<file path="src/rtl/mbs_pkg.sv">
package mbs_pkg;
  localparam int NUM_STB = 3;
  localparam int STB_ALE = 0;
  localparam int STB_RD  = 1;
  localparam int STB_WR  = 2;
endpackage

</file>
<file path="src/rtl/mbs_strobe_sync.sv">
module mbs_strobe_sync #(
  parameter int NUM = 3
) (
  input  logic           clk_i,
  input  logic           rst_ni,
  input  logic [NUM-1:0] async_i,
  output logic [NUM-1:0] lvl_o,
  output logic [NUM-1:0] rise_o,
  output logic [NUM-1:0] fall_o
);
  for (genvar i = 0; i < NUM; i++) begin : g_stb
    logic s1_q, s2_q, s3_q;
    always_ff @(posedge clk_i or negedge rst_ni) begin
      if (!rst_ni) begin
        s1_q <= 1'b0;
        s2_q <= 1'b0;
        s3_q <= 1'b0;
      end else begin
        s1_q <= async_i[i];
        s2_q <= s1_q;
        s3_q <= s2_q;
      end
    end
    assign lvl_o[i]  = s2_q;
    assign rise_o[i] = s2_q & ~s3_q;
    assign fall_o[i] = ~s2_q & s3_q;
  end
endmodule

</file>
<file path="src/rtl/mbs_addr_dec.sv">
module mbs_addr_dec #(
  parameter int                 ADDR_W   = 16,
  parameter int                 MEM_AW   = 4,
  parameter logic [ADDR_W-1:0]  BASE     = 16'h4A30,
  parameter bit                 MUX_MODE = 1'b1
) (
  input  logic              clk_i,
  input  logic              rst_ni,
  input  logic              ale_rise_i,
  input  logic              acc_rise_i,
  input  logic [ADDR_W-1:0] ad_i,
  input  logic [ADDR_W-1:0] addr_i,
  output logic              sel_o,
  output logic [MEM_AW-1:0] off_o
);
  localparam int WIN_W = ADDR_W - MEM_AW;
  localparam logic [WIN_W-1:0] WIN = BASE[ADDR_W-1:MEM_AW];

  logic              cap;
  logic [ADDR_W-1:0] src;
  logic [ADDR_W-1:0] addr_q;

  if (MUX_MODE) begin : g_mux
    assign cap = ale_rise_i;
    assign src = ad_i;
  end else begin : g_sep
    assign cap = acc_rise_i;
    assign src = addr_i;
  end

  always_ff @(posedge clk_i or negedge rst_ni) begin
    if (!rst_ni)  addr_q <= '0;
    else if (cap) addr_q <= src;
  end

  assign sel_o = (addr_q[ADDR_W-1:MEM_AW] == WIN);
  assign off_o = addr_q[MEM_AW-1:0];

  // latched address survives removal from the shared lines
  p_addr_hold_r2: assert property (@(posedge clk_i) disable iff (!rst_ni)
    !cap |=> $stable(addr_q));
endmodule

</file>
<file path="src/rtl/mbs_regfile.sv">
module mbs_regfile #(
  parameter int DEV_W  = 8,
  parameter int MEM_AW = 4
) (
  input  logic              clk_i,
  input  logic              rst_ni,
  input  logic              we_i,
  input  logic [MEM_AW-1:0] off_i,
  input  logic [DEV_W-1:0]  wdata_i,
  output logic [DEV_W-1:0]  rdata_o
);
  localparam int DEPTH = 1 << MEM_AW;

  logic [DEPTH-1:0][DEV_W-1:0] mem_q;

  always_ff @(posedge clk_i or negedge rst_ni) begin
    if (!rst_ni)   mem_q <= '0;
    else if (we_i) mem_q[off_i] <= wdata_i;
  end

  assign rdata_o = mem_q[off_i];

  p_mem_quiet_r7: assert property (@(posedge clk_i) disable iff (!rst_ni)
    !we_i |=> $stable(mem_q));
endmodule

</file>
<file path="src/rtl/mux_bus_slave.sv">
module mux_bus_slave #(
  parameter int                DATA_W   = 32,
  parameter int                DEV_W    = 8,
  parameter int                ADDR_W   = 16,
  parameter int                MEM_AW   = 4,
  parameter logic [ADDR_W-1:0] BASE     = 16'h4A30,
  parameter bit                MUX_MODE = 1'b1
) (
  input  logic              clk_i,
  input  logic              rst_ni,
  input  logic              ale_i,
  input  logic              rd_i,
  input  logic              wr_i,
  input  logic [ADDR_W-1:0] addr_i,
  input  logic [DATA_W-1:0] ad_i,
  output logic [DATA_W-1:0] ad_o,
  output logic              ad_oe_o
);
  import mbs_pkg::*;

  logic [NUM_STB-1:0] stb_raw, stb_lvl, stb_rise, stb_fall;
  logic               ale_eff, sel, we, rd_rise_q, rd_active_q;
  logic [MEM_AW-1:0]  off;
  logic [DEV_W-1:0]   rdata;

  assign stb_raw[STB_ALE] = ale_i;
  assign stb_raw[STB_RD]  = rd_i;
  assign stb_raw[STB_WR]  = wr_i;

  mbs_strobe_sync #(.NUM(NUM_STB)) u_sync (
    .clk_i   (clk_i),
    .rst_ni  (rst_ni),
    .async_i (stb_raw),
    .lvl_o   (stb_lvl),
    .rise_o  (stb_rise),
    .fall_o  (stb_fall)
  );

  // no ALE in the separate-address variant
  assign ale_eff = MUX_MODE ? stb_lvl[STB_ALE] : 1'b0;

  mbs_addr_dec #(
    .ADDR_W   (ADDR_W),
    .MEM_AW   (MEM_AW),
    .BASE     (BASE),
    .MUX_MODE (MUX_MODE)
  ) u_dec (
    .clk_i      (clk_i),
    .rst_ni     (rst_ni),
    .ale_rise_i (stb_rise[STB_ALE]),
    .acc_rise_i (stb_rise[STB_RD] | stb_rise[STB_WR]),
    .ad_i       (ad_i[ADDR_W-1:0]),
    .addr_i     (addr_i),
    .sel_o      (sel),
    .off_o      (off)
  );

  assign we = stb_fall[STB_WR] & sel;

  mbs_regfile #(.DEV_W(DEV_W), .MEM_AW(MEM_AW)) u_mem (
    .clk_i   (clk_i),
    .rst_ni  (rst_ni),
    .we_i    (we),
    .off_i   (off),
    .wdata_i (ad_i[DEV_W-1:0]),
    .rdata_o (rdata)
  );

  // one cycle delay so a separate-bus address is latched before decode
  always_ff @(posedge clk_i or negedge rst_ni) begin
    if (!rst_ni) begin
      rd_rise_q   <= 1'b0;
      rd_active_q <= 1'b0;
    end else begin
      rd_rise_q <= stb_rise[STB_RD];
      if (stb_fall[STB_RD] | ale_eff | stb_lvl[STB_WR])
        rd_active_q <= 1'b0;
      else if (rd_rise_q & sel & stb_lvl[STB_RD])
        rd_active_q <= 1'b1;
    end
  end

  assign ad_oe_o = rd_active_q;
  assign ad_o    = rd_active_q ? DATA_W'(rdata) : '0;

  p_no_fight_r8: assert property (@(posedge clk_i) disable iff (!rst_ni)
    (ale_eff || stb_lvl[STB_WR]) |=> !ad_oe_o);
  p_release_r5: assert property (@(posedge clk_i) disable iff (!rst_ni)
    stb_fall[STB_RD] |=> !ad_oe_o);
  p_idle_zero_r4: assert property (@(posedge clk_i) disable iff (!rst_ni)
    !ad_oe_o |-> (ad_o == '0));
  p_drive_sel_r7: assert property (@(posedge clk_i) disable iff (!rst_ni)
    $rose(ad_oe_o) |-> sel);
endmodule

</file>
<file path="config.mk">
export PLATFORM = sky130hd
export DESIGN_NAME = mux_bus_slave
export DESIGN_NICKNAME = d
export VERILOG_FILES = /design/src/rtl/mbs_pkg.sv /design/src/rtl/mbs_strobe_sync.sv /design/src/rtl/mbs_addr_dec.sv /design/src/rtl/mbs_regfile.sv /design/src/rtl/mux_bus_slave.sv
export SDC_FILE = /design/constraint.sdc
export NUM_CORES = 1
export LEC_CHECK = 0
export ABC_AREA = 1
export BUFFER_PORTS_ARGS = -buffer_cell sky130_fd_sc_hd__buf_2
export CAP_MARGIN = 15
export CORE_MARGIN = 2
export CORE_UTILIZATION = 50
export CTS_BUF_LIST = sky130_fd_sc_hd__clkbuf_2 sky130_fd_sc_hd__clkbuf_4 sky130_fd_sc_hd__clkbuf_8
export CTS_CLUSTER_DIAMETER = 40
export DETAILED_ROUTE_END_ITERATION = 12
export MAX_ROUTING_LAYER = met4
export PLACE_DENSITY_LB_ADDON = 0.25
export SLEW_MARGIN = 40
export SYNTH_ARGS = -nofsm -noshare
export SYNTH_HDL_FRONTEND = slang
export SYNTH_SLANG_ARGS = --single-unit
</file>
<file path="constraint.sdc">
create_clock -name clk_i -period 4 [get_ports clk_i]
set_clock_uncertainty 0.05 [all_clocks]
set_input_delay 0.4 -clock clk_i [delete_from_list [all_inputs] [get_ports clk_i]]
set_output_delay 0.4 -clock clk_i [all_outputs]
set_load 0.1 [all_outputs]
</file>
==> key figures <==
Final layout
  – # diodes: 0
  – Design area: 8800 um2
  – Area grow syn2layout: 6.35%
  – Finished Layout Cells: 1302
  – FILL cells: 1596
  – Layout cells sized above 1: 11.5%
  – Nets@finish: 1122

Global route
  – Most Used Layer, Global Route: met2
  – Grt total ovfl: 0
  – First-pass GRT wire length: 35600 um
  – M1 GR Usage: 36.2%
  – Initial antenna violation count: 0
  – Vias in the first global route: 6680
  – GR Layer Usage met2: 40.6%
  – GRT Util Overall: 26.5%
  – Largest net degree at the start of global routing: 129
  – Met3 Resource Use GR: 4.75%

Drt
  – DR vias/cell: 5.51
  – Iter 0 DRT Violations: 858
  – Antenna Nets Post-Route: 0
  – Routed Wire Length: 21700 um
  – Drt first pass iters: 5
  – Via count: 7168
  – Routed WL per cell: 16.7 um
  – # DRC: 0

Critical path
  – CP required: 3550 ps
  – Critical path data arrival time: 2860 ps
  – Startpoint type of the worst setup path: flop
  – Crit Path Max Fanout: 34
  – Crit. End Element: primary output
  – R2R Path Start: u_dec.addr_q[0]
  – Reg2reg setup slack: 1430 ps
  – CP Class: reg2out
  – FF-to-FF path depth: 7
  – RR Endpoint: u_mem.mem_q[17]

Clock network
  – Htree depth: 4
  – CTS Buf Count: 17
  – Post-CTS Repair Setup Buffers: 0
  – CTS tree: done
  – Reg clk slew, reported paths: 90 ps
  – Maximum root-to-sink buffer count: 2
  – Post-CTS sizing: 0
  – CTS root buf: clkbuf_8
  – Clk_lat worst skew: 470 ps
  – Sink Count: 155

Yosys
  – Synth Cell Area: 8270 um2
  – Synth top area cells: dfrtp_1 47%, nand2_1 27%, nand4_1 9.8%
  – Ys Warns: 0
  – Synthesis-stage register bit count: 155
  – Share of the synthesized area in the top cell type: 46.9%
  – Post-synth EDFFs: 0
  – Post-synth top flop: dfrtp_1
  – Post-synthesis sequential area ratio: 46.9%
  – Async SR Flop Fraction: 100%
  – Syn_area_per_cell: 7.66 um2
  – Synth area leader: dfrtp_1
  – Cells after Synth: 1080
  – Yosys cell types: 26

Worst hold path
  – Worst hold path type: in2reg
  – Hold depth: 2
  – End of the worst hold path: u_dec.addr_q[8]
  – HP Start: ad_i[8]

Timing
  – Fmax: 0.303 GHz
  – Slew @ Worst Pin: 810 ps
  – Hold WS: 106 ps
  – Final Hold Fails: 0
  – Pins Over Slew Limit: 0
  – Fin crit period: 3310 ps
  – Tcrit/Tclk final: 82.6%
  – Relative slew slack: 46.0%
  – Setup-failing EPs final: 0
  – Setup TNS: 0 ps
  – Unrepaired setup endpoints after global routing: false

Die
  – Starting Density: 50.6%
  – Die ar.: 17600 um2
  – Num ports: 86
  – Core ar.: 16300 um2
  – Die outline width: 133 um
  – FP Rows: 47
  – Die Y: 133 um

Placement
  – Gpl congestion: 0.882
  – Port Buffers: 29
  – Dpl hpwl: 12500 um
  – Placed insts: 1265
  – DP Area: 8350 um2

Power
  – Power per standard cell area: 391 nW/um2
  – Pwr Total: 0.00344 W
  – VDD IR max: 0.000241 V
  – Lkg Pwr: 4.47 nW

Job
  – Max-Cap Viols: 0

Outcome
  – Outcome: complete, no violations
[worst max-delay path by stage]
stage	slack [ps]	start	depth (start not counted)	end
6_report	690	u_dec.addr_q[0]	11	ad_o[0]
5_1_grt	550	u_dec.addr_q[0]	11	ad_o[0]
4_1_cts	740	u_dec.addr_q[0]	11	ad_o[0]
3_3_place_gp	1240	u_dec.addr_q[0]	11	ad_o[0]
3_5_place_dp	1260	u_dec.addr_q[0]	11	ad_o[4]
2_1_floorplan	880	ad_oe_o	2	ad_o[0]
[where the power goes]
group | switching [W] | internal (W)
clock | 0.000605 | 0.000543
sequential | 0.0000166 | 0.00159
combinational | 0.000523 | 0.000155
[layout make-up]
class	instances	area [um2]	share of cell area (%)
flip-flops and latches	155	3880	44.1
clock buffers	22	284	3.23
well taps	220	275	3.13
multi-input cells	839	3880	44.1
inverters	15	57.6	0.654
repair buffers	41	325	3.70
clock inverters	10	93.8	1.07
[routing by layer]
layer	part of all wire (%)	up-vias
met4	1.6	0
met1	45	3478
li1	-	3450
met2	49	211
met3	5.0	29
met5	0	-
[what timing repair did]
item                       4_1_cts  5_1_grt
hold buffers                     4        0
setup endpoints to repair        0        0
hold endpoints to repair       102        0
[cells in the mapped netlist, types with 3 or more instances]
cell type and number:
a21oi_1 7, buf_2 18, buf_4 40, buf_6 3, clkbuf_1 32, dfrtp_1 155
inv_1 10, inv_2 3, mux2_2 11, nand2_1 601, nand4_1 129, nand4_2 7
nand4_4 9, nor2_1 26, nor2_2 14, nor2_4 3
[cells by family (layout without fill, tap and decap cells)]
family	count (synthesis)	count (layout)	share of synthesized area (%)
and+or+nand+nor	797	797	43.8
DFF	155	155	46.9
buffers and inverters	109	88	7.32
muxes	11	11	1.50
AOI/OAI and AO/OA	7	7	0.423
other	1	24	0.0453
[state kept, by name, summed over array words and instances, names as in the netlist]
signal and cells:
rd_rise_q 1, u_dec.addr_q 16, u_mem.mem_q 128, u_sync.g_stb.s1_q 3
u_sync.g_stb.s2_q 3, ad_oe_o 1, u_sync.g_stb.s3_q 3
[metrics by stage]
stage,setup WS [ps],util (%)
after floorplan,879,-
after detailed placement,1260,51.1
after CTS,743,53.6
after global placement,1240,51.1
after global routing,552,53.8
final,695,53.8
[cell usage in the layout, fill, tap and decap left out]
master / instances
dlygate4sd3_1: 4
conb_1: 24
clkinv_2: 3
nand3_1: 2
buf_12: 4
clkbuf_8: 19
buf_2: 28
a21oi_1: 7
nor3_1: 1
clkinv_1: 1
nand4_1: 129
buf_8: 1
dfrtp_1: 154
inv_2: 3
clkbuf_4: 3
mux2_2: 11
clkinv_4: 1
nor2_2: 14
or2_2: 1
inv_1: 10
buf_16: 1
buf_4: 3
nand2_2: 2
nand4_4: 9
nor2_4: 4
nor2_1: 25
nor2_8: 1
nand4_2: 7
dfrtp_2: 1
clkinvlp_4: 6
nand2_1: 601
nand3_2: 1
bufinv_16: 1
[worst max-delay path, cell delays in order, from the launching register on]
cell     delay (ps)
dfrtp_2         410
inv_2           510
buf_12          290
nand2_1          70
nand2_1          90
nand2_1          60
nand2_1          90
nand2_1          50
nand2_1         100
nor2_1           50
nor2_1          180
buf_2           480
Power figures use the tool's default switching activity.
